### config.mk
export PLATFORM = sky130hd
export DESIGN_NAME = dmacr_top
export DESIGN_NICKNAME = d
export VERILOG_FILES = /design/src/rtl/dmacr_pkg.sv /design/src/rtl/dmacr_rstsync.sv /design/src/rtl/dmacr_decode.sv /design/src/rtl/dmacr_irq.sv /design/src/rtl/dmacr_chan.sv /design/src/rtl/dmacr_top.sv
export SDC_FILE = /design/constraint.sdc
export NUM_CORES = 1
export LEC_CHECK = 0
export BUFFER_PORTS_ARGS = -buffer_cell sky130_fd_sc_hd__buf_4
export CORE_AREA = 3 3 336 338
export DETAILED_ROUTE_END_ITERATION = 16
export DIE_AREA = 0 0 339 341
export GPL_TIMING_DRIVEN = 1
export SLEW_MARGIN = 5
export SYNTH_ARGS = -nofsm -noshare
export SYNTH_HDL_FRONTEND = slang
export SYNTH_SLANG_ARGS = --single-unit
### constraint.sdc
create_clock -name clk -period 31.7 [get_ports clk]
set_input_delay 1.585 -clock clk [delete_from_list [all_inputs] [get_ports clk]]
set_output_delay 1.585 -clock clk [all_outputs]
set_load 0.05 [all_outputs]
### src/rtl/dmacr_pkg.sv
package dmacr_pkg;

  localparam int unsigned SLICE_AW   = 8;
  localparam int unsigned WIDX_W     = SLICE_AW - 2;
  localparam int unsigned BSIZE_W    = 26;
  localparam int unsigned BCOUNT_W   = 16;
  localparam int unsigned INTERVAL_W = 8;
  localparam int unsigned REQSEL_W   = 6;
  localparam int unsigned WCODE_W    = 2;
  localparam int unsigned NFLAG      = 2;

  // word indices inside a channel slice (byte offset / 4)
  localparam logic [WIDX_W-1:0] W_FACTOR = 6'h02;
  localparam logic [WIDX_W-1:0] W_SMODE  = 6'h04;
  localparam logic [WIDX_W-1:0] W_DMODE  = 6'h05;
  localparam logic [WIDX_W-1:0] W_SRC_HI = 6'h06;
  localparam logic [WIDX_W-1:0] W_DST_HI = 6'h07;
  localparam logic [WIDX_W-1:0] W_SRC_LO = 6'h08;
  localparam logic [WIDX_W-1:0] W_DST_LO = 6'h09;
  localparam logic [WIDX_W-1:0] W_BSIZE  = 6'h0A;
  localparam logic [WIDX_W-1:0] W_BCOUNT = 6'h0B;
  localparam logic [WIDX_W-1:0] W_START  = 6'h0C;
  localparam logic [WIDX_W-1:0] W_IEN    = 6'h0D;
  localparam logic [WIDX_W-1:0] W_STATUS = 6'h10;
  localparam logic [WIDX_W-1:0] W_RAW    = 6'h11;
  localparam logic [WIDX_W-1:0] W_MASKED = 6'h12;

  typedef struct packed {
    logic [INTERVAL_W-1:0] interval;
    logic [REQSEL_W-1:0]   reqsel;
    logic [31:0]           src_hi;
    logic [31:0]           src_lo;
    logic [31:0]           dst_hi;
    logic [31:0]           dst_lo;
    logic [WCODE_W-1:0]    src_w;
    logic                  src_fix;
    logic [WCODE_W-1:0]    dst_w;
    logic                  dst_fix;
    logic [BSIZE_W-1:0]    bsize;
    logic [BCOUNT_W-1:0]   bcount;
  } chan_cfg_t;

endpackage

### src/rtl/dmacr_rstsync.sv
module dmacr_rstsync (
  input  logic clk,
  input  logic rst_n,
  output logic rst_sync_n
);

  logic [1:0] pipe_q;

  always_ff @(posedge clk or negedge rst_n) begin
    if (!rst_n) pipe_q <= 2'b00;
    else        pipe_q <= {pipe_q[0], 1'b1};
  end

  assign rst_sync_n = pipe_q[1];

endmodule

### src/rtl/dmacr_decode.sv
module dmacr_decode
  import dmacr_pkg::*;
#(
  parameter int unsigned NCH      = 4,
  parameter int unsigned CH_IDX_W = 2,
  parameter int unsigned ADDR_W   = 10
) (
  input  logic [ADDR_W-1:0] addr,
  input  logic              wr,
  output logic [NCH-1:0]    sel,
  output logic [NCH-1:0]    wr_sel,
  output logic [WIDX_W-1:0] widx
);

  logic [CH_IDX_W-1:0] ch_idx;
  logic                aligned;

  assign ch_idx  = addr[ADDR_W-1:SLICE_AW];
  assign aligned = (addr[1:0] == 2'b00);
  assign widx    = addr[SLICE_AW-1:2];

  for (genvar i = 0; i < NCH; i++) begin : g_sel
    assign sel[i]    = aligned && (ch_idx == CH_IDX_W'(i));
    assign wr_sel[i] = wr && sel[i];
  end

endmodule

### src/rtl/dmacr_irq.sv
module dmacr_irq
  import dmacr_pkg::*;
(
  input  logic             clk,
  input  logic             rst_n,
  input  logic             clr_we,
  input  logic [NFLAG-1:0] clr_bits,
  input  logic [NFLAG-1:0] evt,
  input  logic [NFLAG-1:0] ien,
  output logic [NFLAG-1:0] raw,
  output logic [NFLAG-1:0] masked,
  output logic             irq
);

  logic [NFLAG-1:0] raw_q;
  logic [NFLAG-1:0] raw_d;
  logic             raw_ce;

  always_comb begin
    raw_d = raw_q;
    if (clr_we) raw_d = raw_d & ~clr_bits;
    raw_d  = raw_d | evt;           // a new event beats a same-cycle clear
    raw_ce = clr_we | (|evt);
  end

  always_ff @(posedge clk or negedge rst_n) begin
    if (!rst_n)      raw_q <= '0;
    else if (raw_ce) raw_q <= raw_d;
  end

  assign raw    = raw_q;
  assign masked = raw_q & ien;
  assign irq    = |masked;

endmodule

### src/rtl/dmacr_chan.sv
module dmacr_chan
  import dmacr_pkg::*;
(
  input  logic              clk,
  input  logic              rst_n,
  input  logic              wr_en,
  input  logic [WIDX_W-1:0] widx,
  input  logic [31:0]       wdata,
  input  logic              eng_done,
  input  logic              eng_err,
  input  logic              eng_active,
  output chan_cfg_t         cfg,
  output logic [31:0]       rdata,
  output logic              req,
  output logic [NFLAG-1:0]  raw,
  output logic              start_pls,
  output logic              stop_pls,
  output logic              irq
);

  chan_cfg_t        cfg_q, cfg_d;
  logic             cfg_we;
  logic [NFLAG-1:0] ien_q, ien_d;
  logic             ien_we;
  logic             req_q, req_d;
  logic             start_q, start_d;
  logic             stop_q, stop_d;
  logic             evt_any;
  logic [NFLAG-1:0] masked;
  logic             clr_we;

  // next state
  always_comb begin
    cfg_d  = cfg_q;
    cfg_we = 1'b0;
    if (wr_en) begin
      case (widx)
        W_FACTOR: begin
          cfg_d.interval = wdata[23:16];
          cfg_d.reqsel   = wdata[5:0];
          cfg_we         = 1'b1;
        end
        W_SMODE: begin
          cfg_d.src_w   = wdata[25:24];
          cfg_d.src_fix = wdata[4];
          cfg_we        = 1'b1;
        end
        W_DMODE: begin
          cfg_d.dst_w   = wdata[25:24];
          cfg_d.dst_fix = wdata[4];
          cfg_we        = 1'b1;
        end
        W_SRC_HI: begin cfg_d.src_hi = wdata; cfg_we = 1'b1; end
        W_DST_HI: begin cfg_d.dst_hi = wdata; cfg_we = 1'b1; end
        W_SRC_LO: begin cfg_d.src_lo = wdata; cfg_we = 1'b1; end
        W_DST_LO: begin cfg_d.dst_lo = wdata; cfg_we = 1'b1; end
        W_BSIZE:  begin cfg_d.bsize  = wdata[BSIZE_W-1:0];  cfg_we = 1'b1; end
        W_BCOUNT: begin cfg_d.bcount = wdata[BCOUNT_W-1:0]; cfg_we = 1'b1; end
        default:  cfg_we = 1'b0;
      endcase
    end

    ien_we = wr_en && (widx == W_IEN);
    ien_d  = wdata[NFLAG-1:0];
    clr_we = wr_en && (widx == W_RAW);

    evt_any = eng_done | eng_err;
    req_d   = req_q;
    if (wr_en && (widx == W_START)) req_d = wdata[0];
    if (evt_any) req_d = 1'b0;

    start_d = req_d & ~req_q;
    stop_d  = req_q & ~req_d & ~evt_any;
  end

  // registers
  always_ff @(posedge clk or negedge rst_n) begin
    if (!rst_n) begin
      cfg_q   <= '0;
      ien_q   <= '0;
      req_q   <= 1'b0;
      start_q <= 1'b0;
      stop_q  <= 1'b0;
    end else begin
      if (cfg_we) cfg_q <= cfg_d;
      if (ien_we) ien_q <= ien_d;
      req_q   <= req_d;
      start_q <= start_d;
      stop_q  <= stop_d;
    end
  end

  dmacr_irq u_irq (
    .clk      (clk),
    .rst_n    (rst_n),
    .clr_we   (clr_we),
    .clr_bits (wdata[NFLAG-1:0]),
    .evt      ({eng_err, eng_done}),
    .ien      (ien_q),
    .raw      (raw),
    .masked   (masked),
    .irq      (irq)
  );

  // readback
  always_comb begin
    case (widx)
      W_FACTOR: rdata = {8'h00, cfg_q.interval, 10'h000, cfg_q.reqsel};
      W_SMODE:  rdata = {6'h00, cfg_q.src_w, 19'h00000, cfg_q.src_fix, 4'h0};
      W_DMODE:  rdata = {6'h00, cfg_q.dst_w, 19'h00000, cfg_q.dst_fix, 4'h0};
      W_SRC_HI: rdata = cfg_q.src_hi;
      W_DST_HI: rdata = cfg_q.dst_hi;
      W_SRC_LO: rdata = cfg_q.src_lo;
      W_DST_LO: rdata = cfg_q.dst_lo;
      W_BSIZE:  rdata = {{(32-BSIZE_W){1'b0}}, cfg_q.bsize};
      W_BCOUNT: rdata = {{(32-BCOUNT_W){1'b0}}, cfg_q.bcount};
      W_START:  rdata = {31'h0, req_q};
      W_IEN:    rdata = {{(32-NFLAG){1'b0}}, ien_q};
      W_STATUS: rdata = {31'h0, req_q | eng_active};
      W_RAW:    rdata = {{(32-NFLAG){1'b0}}, raw};
      W_MASKED: rdata = {{(32-NFLAG){1'b0}}, masked};
      default:  rdata = 32'h0;
    endcase
  end

  assign cfg       = cfg_q;
  assign req       = req_q;
  assign start_pls = start_q;
  assign stop_pls  = stop_q;

endmodule

### src/rtl/dmacr_top.sv
module dmacr_top
  import dmacr_pkg::*;
#(
  parameter  int unsigned NCH      = 4,
  localparam int unsigned CH_IDX_W = (NCH > 1) ? $clog2(NCH) : 1,
  localparam int unsigned ADDR_W   = SLICE_AW + CH_IDX_W
) (
  input  logic                    clk,
  input  logic                    rst_n,
  input  logic                    bus_wr,
  input  logic [ADDR_W-1:0]       bus_addr,
  input  logic [31:0]             bus_wdata,
  output logic [31:0]             bus_rdata,
  input  logic [NCH-1:0]          eng_done,
  input  logic [NCH-1:0]          eng_err,
  input  logic [NCH-1:0]          eng_active,
  output logic [NCH-1:0]          eng_start,
  output logic [NCH-1:0]          eng_stop,
  output logic [NCH-1:0]          irq,
  output logic [NCH*64-1:0]       cfg_src_addr,
  output logic [NCH*64-1:0]       cfg_dst_addr,
  output logic [NCH-1:0]          cfg_src_fixed,
  output logic [NCH-1:0]          cfg_dst_fixed,
  output logic [NCH*WCODE_W-1:0]  cfg_src_wcode,
  output logic [NCH*WCODE_W-1:0]  cfg_dst_wcode,
  output logic [NCH*INTERVAL_W-1:0] cfg_interval,
  output logic [NCH*REQSEL_W-1:0] cfg_reqsel,
  output logic [NCH*BSIZE_W-1:0]  cfg_bsize,
  output logic [NCH*BCOUNT_W-1:0] cfg_bcount
);

  logic              rst_sync_n;
  logic [NCH-1:0]    ch_sel;
  logic [NCH-1:0]    ch_wr;
  logic [WIDX_W-1:0] widx;
  logic [31:0]       ch_rdata [NCH];
  logic [NCH-1:0]    req_vec;
  logic [NCH*NFLAG-1:0] raw_vec;

  dmacr_rstsync u_rst (
    .clk        (clk),
    .rst_n      (rst_n),
    .rst_sync_n (rst_sync_n)
  );

  dmacr_decode #(
    .NCH      (NCH),
    .CH_IDX_W (CH_IDX_W),
    .ADDR_W   (ADDR_W)
  ) u_dec (
    .addr   (bus_addr),
    .wr     (bus_wr),
    .sel    (ch_sel),
    .wr_sel (ch_wr),
    .widx   (widx)
  );

  for (genvar i = 0; i < NCH; i++) begin : g_ch
    chan_cfg_t cfg;

    dmacr_chan u_ch (
      .clk        (clk),
      .rst_n      (rst_sync_n),
      .wr_en      (ch_wr[i]),
      .widx       (widx),
      .wdata      (bus_wdata),
      .eng_done   (eng_done[i]),
      .eng_err    (eng_err[i]),
      .eng_active (eng_active[i]),
      .cfg        (cfg),
      .rdata      (ch_rdata[i]),
      .req        (req_vec[i]),
      .raw        (raw_vec[i*NFLAG +: NFLAG]),
      .start_pls  (eng_start[i]),
      .stop_pls   (eng_stop[i]),
      .irq        (irq[i])
    );

    assign cfg_src_addr[i*64 +: 64]              = {cfg.src_hi, cfg.src_lo};
    assign cfg_dst_addr[i*64 +: 64]              = {cfg.dst_hi, cfg.dst_lo};
    assign cfg_src_fixed[i]                      = cfg.src_fix;
    assign cfg_dst_fixed[i]                      = cfg.dst_fix;
    assign cfg_src_wcode[i*WCODE_W +: WCODE_W]   = cfg.src_w;
    assign cfg_dst_wcode[i*WCODE_W +: WCODE_W]   = cfg.dst_w;
    assign cfg_interval[i*INTERVAL_W +: INTERVAL_W] = cfg.interval;
    assign cfg_reqsel[i*REQSEL_W +: REQSEL_W]    = cfg.reqsel;
    assign cfg_bsize[i*BSIZE_W +: BSIZE_W]       = cfg.bsize;
    assign cfg_bcount[i*BCOUNT_W +: BCOUNT_W]    = cfg.bcount;
  end

  // AND-OR read mux across channel slices
  always_comb begin
    bus_rdata = 32'h0;
    for (int i = 0; i < NCH; i++) begin
      bus_rdata = bus_rdata | (ch_rdata[i] & {32{ch_sel[i]}});
    end
  end

endmodule

### Word level (Yosys, flattened, before mapping)

Cells that the tools add are included.

* register bits: 790
* bits of input ports: 57
* output and inout bits: 804
* logic and storage cells: 230

* eq/ne operators: 17
* mux-type cells: 21
* bitwise gates (word level): 56
* reductions and logical operators: 67

Operators by type and width (number)
* one-hot mux 32 bit (14 select lines): 4
* AND 32 bit: 4
* AND reduction 3 bit: 36
* OR 32 bit: 3
* == test 6 x 4 -> 1 bit (second input constant): 6
* == test 6 x 3 -> 1 bit (second input constant): 4
* logical AND 1 bit: 20
* == test 6 x 5 -> 1 bit (second input constant): 3
* AND 2 bit: 8
* OR reduction 2 bit: 8
* two-way mux 1 bit: 13
* AND 1 bit: 12
* NOT 1 bit: 12
* OR 1 bit: 12
* OR reduction 9 bit: 1
* two-way mux 2 bit: 4
* OR 2 bit: 4
* == test 6 x 2 -> 1 bit (second input constant): 1
* == test 2 bit (second input constant): 2
* logical NOT 2 bit: 2
* == test 2 x 1 -> 1 bit (second input constant): 1
* NOT 2 bit: 1

### Depth between registers and ports, before layout

* word-level depth: 9
* mapped depth: 9
* gate-level depth less buffers: 5

### Hierarchy

From an unflattened synthesis, not the netlist that was laid out.

* cells, all modules: 2666
* area, all modules: 37015.5 um^2

By module, submodules not included
* dmacr_chan: instances 4, cells an instance 625, area each 8941.1 um^2
* dmacr_top: instances 1, cells an instance 108, area each 705.7 um^2
* dmacr_irq: instances 4, cells an instance 9, area each 95.1 um^2
* dmacr_decode: instances 1, cells an instance 19, area each 111.4 um^2
* dmacr_rstsync: instances 1, cells an instance 3, area each 53.8 um^2

### Worst setup path after synthesis

OpenSTA, ideal clock, no wires.

* path kind: in2out
* start point: input bus_addr[6]
* end point: output bus_rdata[0]
* data arrival time: 3.695 ns
* setup slack: 26.420 ns
* stages on the path: 9
* buffers on the path: 4
* cells stage by stage: buf_2 -> or4b_1 -> buf_2 -> nor2_4 -> buf_2 -> buf_2 -> a22oi_1 -> a41o_1 -> nand4_1

* word-level cells in the longest chain between the ends: 6
* elaborated cells between the ends (all ways): 25
* those cells by class: eq/ne: 14; mux: 4; bitwise: 7

RTL lines
* from (decl): line dmacr_top.sv:11 `input logic [ADDR_W-1:0] bus_addr,`
* == test 6 x 5 -> 1 bit, or another cell as far along: line dmacr_chan.sv:107 `case (widx)`
* one-hot mux 32 bit (14 select lines): line dmacr_chan.sv:107
* AND 32 bit: line dmacr_top.sv:95 `bus_rdata = bus_rdata | (ch_rdata[i] & {32{ch_sel[i]}});`
* OR 32 bit (2 in a row): line dmacr_top.sv:95
* OR 32 bit *: line dmacr_top.sv:95
* to (decl): line dmacr_top.sv:13 `output logic [31:0] bus_rdata,`

Mark *: on every way between the ends. The rest lies on a longest branch, timed or not.

### Final worst setup path

* start point: input bus_addr[3]
* end point: output bus_rdata[9]

Same word-level chain as after synthesis.

==> run summary <==
Row cnt: 122
PwrDens: 48.3 mW/mm^2
Synth area leader: dfrtp_1
Die W: 339 um
Post-Synthesis Cell Area: 0.0348 sq mm
First-pass GRT wire length: 222 mm
Vias/cell: 5.75
Largest net degree at the start of global routing: 81
Syn_area_per_cell: 13.7 sq um
DR WL/cell: 32.7 um
Worst skew pair latency: 670 ps
Top_reg_cell synth: dfrtp_1
Leak: 23.0 nW
Fill cells: 10,600
Comb power frac: 3.9%
Worst Path Required: 30,120 ps
Clock network power share: 49.8%
Clock transition at the registers of the reported paths: 60 ps
Core ar.: 0.110 sq mm
Hold crit path type: reg -> reg
Final WS setup: 24,630 ps
Internal: 1.67 mW
Total negative setup slack: 0 ps
Outcome: finished, final reports clean
CTS max path bufs: 3
Switching power: 0.529 mW
Resize count post-CTS: 0
Period Utilization, post-route: 22.3%
GRT Resource Usage Total: 26.5%
Synth warn: 0
Synth top area cells: dfrtp_1 (57%), mux2_2 (18%), mux2_1 (6.2%), a222oi_1 (3.3%), a22oi_1 (3.3%)
Layout Nets: 3,342
Post-DP HPWL: 104 mm
Final setup viols: 0
Slew Limit Fails: 0
Skew final: 23.5 ps
DRC: 0
Startpoint class of the critical path: input port
Fin. Hold Viols: 0
Detailed Routing Iterations Pass 1: 10
H-tree levels: 3
Starting density of the core: 31.6%
Worst hold path startpoint: u_rst.pipe_q[0]$_DFF_PN0_
CTS tree: done
Vias post-DR: 27,900
Post-Synthesis Cells: 2,539
Max-cap check violation count: 0
# IOs: 861
Syn_nets: 2,596
Distinct cells, synth: 64
Worst Reg-to-Reg Cells: 3
RSZ-0062 raised after global routing: no
Maximum vdd drop: 43.8 uV
CP Class: in -> out
Port Buffers: 860
Max transition margin: 24.2%
Worst hold path endpoint: u_rst.pipe_q[1]$_DFF_PN0_
Fmax achieved: 0.142 GHz
Most instantiated library cell after synthesis: dfrtp_1
Async S/R FF share, synth: 100%
Post-route ant nets: 0
Final worst path period need: 7070 ps
Placer Congestion: 0.896
Total CTS buffers: 92
Post-synthesis sequential area ratio: 56.8%
Share of post-route cells with drive strength above 1: 50.1%
Post-CTS Setup Bufs: 0
Setup crit end kind: output pin
Commonest cells post-synth: dfrtp_1 (790), mux2_2 (566), mux2_1 (193)
Hold depth: 0
Die area: 0.116 sq mm
Grt ovf: 0
Post-synth EDFFs: 0
Reg2reg end: g_ch[3].u_ch.cfg[140]$_DFFE_PN0P_
Worst path arrival time: 5480 ps
Worst Max-Slew Pin Slew: 1130 ps
Crit-path max FO: 54
#FFs+latches synth: 790
Sw frac: 24.1%
CTS Root Cell: clkbuf_16
Post-CTS Hold Buffers: 0
Post-synth top area share: 56.8%
Power, Total: 2.20 mW
Sequential Power Share: 46.3%
Area grow syn2layout: 30.7%
Antenna violations before repair: 4
Clock sink count: 790
Setup WS pre-CTS: 24,740 ps
Vias in the first global route: 27,800
Die H: 341 um
Origin of the critical flop-to-flop path: u_rst.pipe_q[1]$_DFF_PN0_
Multi-input gate area: 0.0139 sq mm
Final wirelength: 159 mm
Detailed Route Iter0 Violations: 3,422
Sequential Area: 0.0198 sq mm
FF-to-FF setup slack: 28,010 ps
==> per-stage QoR <==
step / cells / util, % / area (sq um) / hold slack, ps
6_report: 4848 / 41.2 / 45500 / 348
3_5_place_dp: 4679 / 38.4 / 42400 / 339
4_1_cts: 4847 / 41.2 / 45500 / 352
2_1_floorplan: 2539 / - / 34800 / 331
5_1_grt: 4847 / 41.2 / 45500 / 353
3_3_place_gp: 4679 / 38.4 / 42400 / 334
==> worst max-delay path, stage by stage <==
cell     delay (ps)
buf_4           300
or4b_1          680
nor2_4          820
buf_4           860
a22oi_1         210
a31oi_1         440
or4_1           210
buf_4           200
==> worst max path at each step <==
stage	from	slack, ps	depth (start not counted)	to
2_1_floorplan	u_rst.pipe_q[1]$_DFF_PN0_	8050	0	g_ch[0].u_ch.cfg[0]$_DFFE_PN0P_
3_3_place_gp	bus_addr[3]	24870	8	bus_rdata[9]
3_5_place_dp	bus_addr[3]	24740	8	bus_rdata[9]
4_1_cts	bus_addr[3]	24740	8	bus_rdata[9]
5_1_grt	bus_addr[3]	24620	8	bus_rdata[20]
6_report	bus_addr[3]	24630	8	bus_rdata[9]
==> kinds of logic after synthesis <==
| family | after synthesis | synth area share [%] |
|---|---|---|
| buffers and inverters | 260 | 3.63 |
| other | 1 | 0.0108 |
| AO/OA/AOI/OAI | 449 | 9.94 |
| multiplexers | 789 | 25.5 |
| flip-flops | 790 | 56.8 |
| AND/OR/NAND/NOR | 250 | 4.12 |
==> flip-flops by register name (all words and copies together), names as in the netlist <==
signal               count
g_ch.u_ch.ien_q          8
g_ch.u_ch.u_irq.raw      8
g_ch.u_ch.stop_pls       4
u_rst.pipe_q             2
g_ch.u_ch.start_pls      4
g_ch.u_ch.cfg          760
g_ch.u_ch.req            4
==> layout make-up <==
type	instances	area share, %
Tap cell	1488	4.09
Inverter	4	0.0330
Clock buffer	136	5.91
Sequential cell	790	43.4
Timing Repair Buffer	908	15.0
Multi-Input combinational cell	1489	30.6
Clock inverter	32	0.899
Antenna cell	1	0.00550
==> power groups by stage <==
stage,registers (mW),logic [mW],clock network (mW)
2_1_floorplan,1.06,0.0237,0
3_3_place_gp,1.04,0.0854,0
3_5_place_dp,1.04,0.0859,0
4_1_cts,1.02,0.0860,1.11
5_1_grt,1.02,0.0917,1.15
6_report,1.02,0.0859,1.09
==> routing by layer <==
metal / GRT usage (%) / vias up / share of wire [%]
met5: 0 / - / 0
met4: 10.9 / 0 / 4.3
met3: 7.72 / 327 / 10
met2: 43.0 / 1678 / 47
met1: 33.0 / 14700 / 38
li1: - / 11200 / -
==> layout by cell type (no fill, tap or decap), drive strengths merged, types with 32 or more instances in the layout <==
cell type and n:
buf 908, dfrtp 790, mux2 768, a22oi 151, clkbuf 136, a222oi 116, nand2 84, a21oi 63
a31oi 63, nor2 44, or4 32
(Power assumes the default switching activity.)
